===== src/rtl/canmon_pkg.sv =====
package canmon_pkg;
  localparam logic DOMINANT  = 1'b0;
  localparam logic RECESSIVE = 1'b1;

  typedef struct packed {
    logic bit_e;
    logic stuff_e;
    logic form_e;
    logic ack_e;
    logic crc_e;
  } err_vec_t;
endpackage


===== src/rtl/canmon_stuff_chk.sv =====
module canmon_stuff_chk #(
  parameter int unsigned RUN_LIMIT = 5
) (
  input  logic clk,
  input  logic rst,
  input  logic restart,
  input  logic bit_valid,
  input  logic rx_bit,
  input  logic in_stuffed,
  output logic stuff_viol
);
  localparam int unsigned CNT_W   = $clog2(RUN_LIMIT + 2);
  localparam logic [CNT_W-1:0] VIOL_CNT = CNT_W'(RUN_LIMIT + 1);

  logic [CNT_W-1:0] run_q, run_d;
  logic             prev_q;

  // Next run length: restart at 1 on a new region or a polarity change.
  always_comb begin
    run_d = run_q;
    if (bit_valid) begin
      if (!in_stuffed)
        run_d = '0;
      else if (run_q == '0 || rx_bit != prev_q)
        run_d = CNT_W'(1);
      else if (run_q < VIOL_CNT)
        run_d = run_q + CNT_W'(1);
    end
  end

  assign stuff_viol = bit_valid && in_stuffed && (run_d == VIOL_CNT);

  always_ff @(posedge clk) begin
    if (rst || restart) begin
      run_q  <= '0;
      prev_q <= 1'b1;
    end else if (bit_valid) begin
      run_q  <= run_d;
      prev_q <= rx_bit;
    end
  end
endmodule


===== src/rtl/canmon_field_chk.sv =====
module canmon_field_chk
  import canmon_pkg::*;
(
  input  logic     bit_valid,
  input  logic     tx_bit,
  input  logic     rx_bit,
  input  logic     is_tx,
  input  logic     in_arb,
  input  logic     in_ack_slot,
  input  logic     in_crc_delim,
  input  logic     in_ack_delim,
  input  logic     in_eof,
  input  logic     in_ifs,
  input  logic     crc_valid,
  input  logic     crc_match,
  output logic     bit_viol,
  output logic     form_viol,
  output logic     ack_viol,
  output logic     crc_viol
);
  logic lost_arb_ok;
  logic fixed_field;

  // Recessive sent, dominant seen: legal where others may drive dominant.
  assign lost_arb_ok = (tx_bit == RECESSIVE) && (rx_bit == DOMINANT) &&
                       (in_arb || in_ack_slot);
  assign fixed_field = in_crc_delim || in_ack_delim || in_eof || in_ifs;

  always_comb begin
    bit_viol  = bit_valid && is_tx && (tx_bit != rx_bit) && !lost_arb_ok;
    form_viol = bit_valid && fixed_field && (rx_bit == DOMINANT);
    ack_viol  = bit_valid && is_tx && in_ack_slot && (rx_bit == RECESSIVE);
    crc_viol  = crc_valid && !crc_match;
  end
endmodule


===== src/rtl/canmon_err_gate.sv =====
module canmon_err_gate
  import canmon_pkg::*;
(
  input  logic     clk,
  input  logic     rst,
  input  logic     restart,
  input  err_vec_t raw,
  output err_vec_t err_q,
  output logic     req_q
);
  logic halted_q;
  logic any_raw;

  assign any_raw = |raw;

  always_ff @(posedge clk) begin
    if (rst) begin
      halted_q <= 1'b0;
      err_q    <= '0;
      req_q    <= 1'b0;
    end else if (restart) begin
      halted_q <= 1'b0;
      err_q    <= '0;
      req_q    <= 1'b0;
    end else if (halted_q) begin
      err_q    <= '0;
      req_q    <= 1'b0;
    end else begin
      err_q    <= raw;
      req_q    <= any_raw;
      halted_q <= any_raw;
    end
  end
endmodule


===== src/rtl/canmon_top.sv =====
module canmon_top
  import canmon_pkg::*;
#(
  parameter int unsigned RUN_LIMIT = 5
) (
  input  logic clk,
  input  logic rst,
  input  logic bit_valid,
  input  logic tx_bit,
  input  logic rx_bit,
  input  logic is_tx,
  input  logic in_arb,
  input  logic in_ack_slot,
  input  logic in_crc_delim,
  input  logic in_ack_delim,
  input  logic in_eof,
  input  logic in_ifs,
  input  logic in_stuffed,
  input  logic crc_valid,
  input  logic crc_match,
  input  logic frame_restart,
  output logic err_bit,
  output logic err_stuff,
  output logic err_form,
  output logic err_ack,
  output logic err_crc,
  output logic err_frame_req
);
  err_vec_t raw, err_q;

  canmon_stuff_chk #(.RUN_LIMIT(RUN_LIMIT)) u_stuff (
    .clk        (clk),
    .rst        (rst),
    .restart    (frame_restart),
    .bit_valid  (bit_valid),
    .rx_bit     (rx_bit),
    .in_stuffed (in_stuffed),
    .stuff_viol (raw.stuff_e)
  );

  canmon_field_chk u_field (
    .bit_valid    (bit_valid),
    .tx_bit       (tx_bit),
    .rx_bit       (rx_bit),
    .is_tx        (is_tx),
    .in_arb       (in_arb),
    .in_ack_slot  (in_ack_slot),
    .in_crc_delim (in_crc_delim),
    .in_ack_delim (in_ack_delim),
    .in_eof       (in_eof),
    .in_ifs       (in_ifs),
    .crc_valid    (crc_valid),
    .crc_match    (crc_match),
    .bit_viol     (raw.bit_e),
    .form_viol    (raw.form_e),
    .ack_viol     (raw.ack_e),
    .crc_viol     (raw.crc_e)
  );

  canmon_err_gate u_gate (
    .clk     (clk),
    .rst     (rst),
    .restart (frame_restart),
    .raw     (raw),
    .err_q   (err_q),
    .req_q   (err_frame_req)
  );

  assign err_bit   = err_q.bit_e;
  assign err_stuff = err_q.stuff_e;
  assign err_form  = err_q.form_e;
  assign err_ack   = err_q.ack_e;
  assign err_crc   = err_q.crc_e;
endmodule


===== config.mk =====
export PLATFORM = sky130hd
export DESIGN_NAME = canmon_top
export DESIGN_NICKNAME = d
export VERILOG_FILES = /design/src/rtl/canmon_pkg.sv /design/src/rtl/canmon_stuff_chk.sv /design/src/rtl/canmon_field_chk.sv /design/src/rtl/canmon_err_gate.sv /design/src/rtl/canmon_top.sv
export SDC_FILE = /design/constraint.sdc
export NUM_CORES = 1
export LEC_CHECK = 0
export ABC_CLOCK_PERIOD_IN_PS = 5100
export BUFFER_PORTS_ARGS = -buffer_cell sky130_fd_sc_hd__buf_2
export CORE_AREA = 5 5 42 44
export DETAILED_ROUTE_END_ITERATION = 10
export DIE_AREA = 0 0 47 49
export GPL_TIMING_DRIVEN = 1
export PLACE_DENSITY = 0.71
export SLEW_MARGIN = 20
export SYNTH_ARGS = -nofsm -noshare
export SYNTH_HDL_FRONTEND = slang
export SYNTH_SLANG_ARGS = --single-unit

===== constraint.sdc =====
create_clock -name clk -period 5.1 [get_ports clk]
set_input_delay 0.765 -clock clk [delete_from_list [all_inputs] [get_ports clk]]
set_output_delay 0.765 -clock clk [all_outputs]
set_load 0.02 [all_outputs]

==> results.md, run 1 <==
- Outcome: complete, no violations
- Count leader, synth: dfxtp_1
- Netlist cell types: 31
- Max-cap viol count: 0
- Simple-gate share of the synthesized area: about a quarter
- Io pins: 22
- WL final: roughly 1200 um
- Vias in the first global route: 475
- Overflow after GRT: 0
- Critical Path Fanout Max: 6
- CTS tree: done
- Fin Hold WS: approximately 0.52 ns
- Slew at the pin closest to its max-slew limit: about 0.3 ns
- Layout cell share with drive strength beyond 1: a little over a third
- Fin crit share: between 30% and 40%
- Area of the mapped netlist: 567 sq um
- Post-CTS Resized: 0
- Setup TNS: 0 ns
- Fin area: 709 sq um
- Slowest cell on the critical path: dfxtp_1
- Hold Vio Cnt, Final: 0
- Syn_nets: a little over 80
- Die H: between 40 and 50 um
- Peak supply drop: roughly 160 uV
- Final Net Count: about 110
- Main synth FF type: dfxtp_1
- Area leader, netlist: dfxtp_1
- Hold-critical path depth: 2
- Vias per inst: 5.32
- Root buffer cell: clkbuf_4
- Post-Syn Instances: 63
- Residual DRC count: 0
- Postcts setup bufs: 0
- Clock period minus worst slack: ~1.9 ns
- Starting Density: 40.4%
- Yosys synthesis warning count: 0
- Fillers: between 100 and 150
- Hold Path Class: register to register
- Sequential-to-total area share from yosys stat: 38.9%
- TritonCTS buffer count: 3
- Die ar.: ~2300 sq um
- Fin. max-slew vios: 0
- R2r worst-path depth: 6
- Leading cell types by count after synthesis: 11 x dfxtp_1, 8 x nor2_1, 5 x nand2_1
- Post-synthesis mux area share: 0%
- Placed cell area: 683 sq um
- DPL Wire Length: 1060 um
- Cell-by-cell trace of the critical path: inv_1 -> ha_1 -> nand2_2 -> a2111oi_4 -> o2111ai_2 -> a311oi_2
- Clock latency on the worst-skew pair: between 0.2 and 0.3 ns
- FF+latch count, synth: 11
- Initial DRT Pass Iterations: 4
- Area contributors post-synth: dfxtp_1 39%, ha_1 6.6%, nor2_1 5.3%
- Vias post-DR: 543
- Storage cell area: between 200 and 250 sq um
- PortBufs: 21
- N_diodes: 0
- Clock sinks: 11
- GR Util All Layers: a little under an eighth
- Detailed router's first-iteration violation count: 4
- Final core occ: between 50% and 60%
- Power per cell area: approximately 240 nW/um^2
- Clk pin slew, worst setup/hold paths: roughly 0.070 ns
- Post-route ant nets: 0
- First-pass GRT wire length: roughly 2000 um
- Adder-cell share of the synthesized area: ~6.6%
- Skew final: around 0.00035 ns
- RD Place Congestion: roughly 0.72
- Slew HR: between 80% and 90%
- Compound-Gate Fraction of Synth Area: roughly 22%
- Fmax: approximately 0.53 GHz
- EDFF count, synth: 0
- Initial antenna violation count: 0
- Nature of the critical path startpoint: register
- Area grow syn2layout: 25.2%
- Row cnt: 14
- Leakage: ~0.3 nW
- Endpoints failing setup: 0
- DR WL/cell: 12.2 um
- CP Capture Type: register
- RSZ-0062 raised after global routing: false
- CORE AREA: 1400 sq um
- Multi-input gate area: 319 sq um
- Worst Setup Path Type: register to register
- Critical path's largest stage delay: roughly 0.49 ns
- Die width: between 40 and 50 um
- Critical Path RT: between 5 and 6 ns
- XOR/XNOR share of the synthesized area: 1.55%
- Largest family of logic cells by synthesized area: simple AND/OR/NAND/NOR gates
- CP arrival: 2.06 ns
- Post-synth ARST share: 0%
- Share of the synthesized area in the top cell type: 38.9%
- Largest net degree at the start of global routing: 10
- Clock Tree Buf Depth: 2
- Syn avg cell area: around 9 sq um
- Hold-fix buffers, CTS: 0
- Max H-tree Level: 1
==> layout make-up <==
cell class | count | share of cell area [%]
well taps | 16 | 2.82
repair buffers | 21 | 14.8
flip-flops and latches | 11 | 31.0
clock buffers | 4 | 3.70
multi-input cells | 45 | 45.0
inverters | 5 | 2.65
==> layer usage <==
layer,wire (um),GRT usage (%),vias to the layer above
met5,0,0,-
met4,12,5.53,0
met3,77,2.58,2
met2,660,18.8,15
met1,492,14.1,246
li1,-,-,280
==> per-stage QoR <==
step,power [mW],std cells,setup WS (ns)
floorplan,0.104,63,3.33
global placement,0.113,98,3.21
detailed placement,0.114,98,3.19
CTS,0.171,102,3.20
global route,0.177,102,3.09
finish,0.169,102,3.21
==> registers in the layout, indices dropped and copies added (netlist names) <==
signal	count
u_gate.err_q	5
u_gate.halted_q	1
u_gate.req_q	1
u_stuff.prev_q	1
u_stuff.run_q	3
==> worst paths after layout <==
path | from | to | slack, ns
worst max-delay path | u_stuff.run_q[1] | u_gate.halted_q | 3.21
worst min register to register | u_stuff.prev_q | u_stuff.prev_q | 0.52
worst max register to register | u_stuff.run_q[1] | u_gate.halted_q | 3.21
worst min-delay path | u_stuff.prev_q | u_stuff.prev_q | 0.52
==> where the power goes <==
group | internal (mW) | leakage (nW) | total, mW | switching, mW
logic | 0.00991 | 0.200 | 0.0225 | 0.0126
clock network | 0.0302 | 0.0150 | 0.0571 | 0.0270
registers | 0.0880 | 0.0894 | 0.0891 | 0.00113
==> placed cells by master (no fill, tap or decap), types with 2 or more instances in the layout <==
master and n:
inv_1 4, buf_2 21, nor2_1 8, o21ai_0 3, ha_1 3, dfxtp_1 11
nand2_1 5, a41oi_1 2, a31oi_1 2, nand4_1 2, a21oi_1 2, clkbuf_4 3
==> logic make-up (layout without fill, tap and decap cells) <==
group,count (synthesis),after routing
flip-flops,11,11
buffers and inverters,7,30
adder cells (fa/ha/maj),3,3
AO/OA/AOI/OAI,14,14
AND/OR/NAND/NOR,27,27
XOR/XNOR,1,1
==> worst max-delay path, delay by kind of cell (launching register included) <==
| kind | cells | cell delay, ns |
|---|---|---|
| compound gates | 3 | 0.79 |
| fa+ha+maj | 1 | 0.34 |
| buf+inv | 1 | 0.10 |
| flops | 1 | 0.49 |
| simple gates | 1 | 0.09 |
Note: power is estimated with default switching activity, not from simulation.
==> run 2: changes to the inputs <==
--- a/config.mk
+++ b/config.mk
@@ -5,7 +5,7 @@
 export SDC_FILE = /design/constraint.sdc
 export NUM_CORES = 1
 export LEC_CHECK = 0
-export ABC_CLOCK_PERIOD_IN_PS = 5100
+export ABC_CLOCK_PERIOD_IN_PS = 1770
 export BUFFER_PORTS_ARGS = -buffer_cell sky130_fd_sc_hd__buf_2
 export CORE_AREA = 5 5 42 44
 export DETAILED_ROUTE_END_ITERATION = 10
==> constraint.sdc (replaced) <==
create_clock -name clk -period 1.77 [get_ports clk]
set_input_delay 0.2655 -clock clk [delete_from_list [all_inputs] [get_ports clk]]
set_output_delay 0.2655 -clock clk [all_outputs]
set_load 0.02 [all_outputs]
==> results.md, run 2 (synthesis results as in run 1) <==
- Largest net degree at the start of global routing: 10 (unchanged)
- Vias post-DR: 546 (+0.55%)
- Reg-to-reg critical path startpoint: u_stuff.run_q[1]
- RD Place Congestion: 0.792 (+9.3%)
- Critical Path Fanout Max: 3 (-3)
- Slew at the pin closest to its max-slew limit: 0.259 ns (-0.0332 ns)
- N_diodes: 0 (unchanged)
- DPL Wire Length: 1000 um (-5.6%)
- Fin. max-slew vios: 0 (unchanged)
- Post-CTS Resized: 0 (unchanged)
- Initial DRT Pass Iterations: 4 (unchanged)
- Area grow syn2layout: 29.1%
- Row cnt: 14 (unchanged)
- Power per cell area: 683 nW/um^2 (+190%)
- Hold wc startpoint: rst
- Max H-tree Level: 1 (unchanged)
- Starting Density: 40.4% (unchanged)
- Fmax: 0.613 GHz (+16%)
- Post-route ant nets: 0 (unchanged)
- Skew final: 0.00835 ns (+0.00801 ns)
- DR WL/cell: 12.1 um (-0.98%)
- Layout cell share with drive strength beyond 1: 37.1% (+2.2 points)
- GR Util All Layers: 12.7% (+1.0 points)
- Commonest cells after routing, fill and taps aside: 21 x buf_2, 11 x dfxtp_1, 8 x nor2_1
- Fin crit share: 92.1% (+55 points)
- R2r worst-path depth: 6 (unchanged)
- CP Capture Type: register
- Die width: 47 um (unchanged)
- Io pins: 22 (unchanged)
- First-pass GRT wire length: 2160 um (+9.0%)
- Hold Vio Cnt, Final: 0 (unchanged)
- Final Net Count: 109 (+2.8%)
- Vias in the first global route: 537 (+13%)
- Critical Path RT: 1.95 ns (-3.32 ns)
- Worst Setup Path Type: register to register
- Commonest non-fill, non-tap cell in the layout: buf_2
- Residual DRC count: 0 (unchanged)
- Layout Cells excl Fill: 105 (+2.9%)
- Clock sinks: 11 (unchanged)
- Placed cell area: 706 sq um (+3.3%)
- Leakage: 0.319 nW (+5.0%)
- Die H: 49 um (unchanged)
- Overflow after GRT: 0 (unchanged)
- Hold Path Class: input port to register
- Storage cell area: 220 sq um (unchanged)
- Peak supply drop: 442 uV (+170%)
- CORE AREA: 1400 sq um (unchanged)
- Nature of the critical path startpoint: register
- Clock period minus worst slack: 1.63 ns (-0.257 ns)
- Detailed router's first-iteration violation count: 2 (-2)
- Initial antenna violation count: 0 (unchanged)
- RR Endpoint: u_gate.halted_q
- Setup TNS: 0 ns (unchanged)
- PortBufs: 21 (unchanged)
- Fin Hold WS: 0.226 ns (-0.291 ns)
- Fillers: 143 (-2.7%)
- Fin area: 732 sq um (+3.2%)
- Largest Register: u_gate.err_q
- Clock Tree Buf Depth: 2 (unchanged)
- Final core occ: 52.2% (+1.6 points)
- Largest regs: u_gate.err_q (5), u_stuff.run_q (3)
- Clock latency on the worst-skew pair: 0.27 ns (about the same)
- Hold-fix buffers, CTS: 0 (unchanged)
- CP arrival: 1.81 ns (-0.25 ns)
- Clk pin slew, worst setup/hold paths: 0.08 ns (about the same)
- TritonCTS buffer count: 3 (unchanged)
- Max-cap viol count: 0 (unchanged)
- Hold-critical path depth: 2 (unchanged)
- Worst Hold End: u_stuff.run_q[1]
- Outcome: complete, no violations
- RSZ-0062 raised after global routing: false
- Reg2reg setup slack: 0.14 ns (-3.07 ns)
- WL final: 1270 um (+1.9%)
- CTS tree: done
- Slew HR: 82.6% (+2.1 points)
- Postcts setup bufs: 0 (unchanged)
- Multi-input gate area: 319 sq um (unchanged)
- Root buffer cell: clkbuf_4
- Die ar.: 2300 sq um (unchanged)
- Vias per inst: 5.20 (-2.3%)
- Placed Cells: 101 (+3.1%)
- Endpoints failing setup: 0 (unchanged)
- CP Launch Point: u_stuff.run_q[1]
- Max reg flops: 5 (unchanged)
run 2: stage by stage:
stage               total power, mW  setup slack [ns]
floorplan                     0.299             0.102
global placement              0.329             0.213
detailed placement            0.331             0.175
CTS                           0.500             0.135
global route                  0.521            0.0214
finish                        0.500             0.139
run 2: area by class of cell:
cell class / instances / area share (%)
clock buffer: 4 / 3.59
tap: 16 / 2.74
multi-input combinational: 45 / 43.6
inverter: 5 / 2.56
timing repair buffer: 24 / 17.4
sequential: 11 / 30.1
run 2: worst max path at each step:
stage,end,cells past startpoint
after floorplan,u_gate.halted_q,6
after global placement,u_gate.halted_q,5
after detailed placement,u_gate.halted_q,6
after CTS,u_gate.halted_q,6
after global routing,u_gate.halted_q,6
final,u_gate.halted_q,6
run 2: where the power goes:
| part | internal (mW) | leakage (nW) | total, mW | switching, mW |
|---|---|---|---|---|
| sequential | 0.253 | 0.0894 | 0.255 | 0.00202 |
| combinational | 0.0309 | 0.215 | 0.0694 | 0.0384 |
| clock | 0.0873 | 0.0150 | 0.175 | 0.0878 |
| total | 0.372 | 0.319 | 0.500 | 0.128 |
run 2: critical path, stage by stage, from the launching register on:
cell	delay [ns]
dfxtp_1	0.33
inv_1	0.07
ha_1	0.32
nand2_2	0.08
a2111oi_4	0.34
o2111ai_2	0.20
a311oi_2	0.21
run 2: layer usage:
metal | vias up | routed length (um) | GRT usage [%]
met5 | - | 0 | 0
met4 | 0 | 29 | 6.91
met3 | 5 | 72 | 2.21
met2 | 14 | 618 | 19.2
met1 | 247 | 547 | 16.4
li1 | 280 | - | -
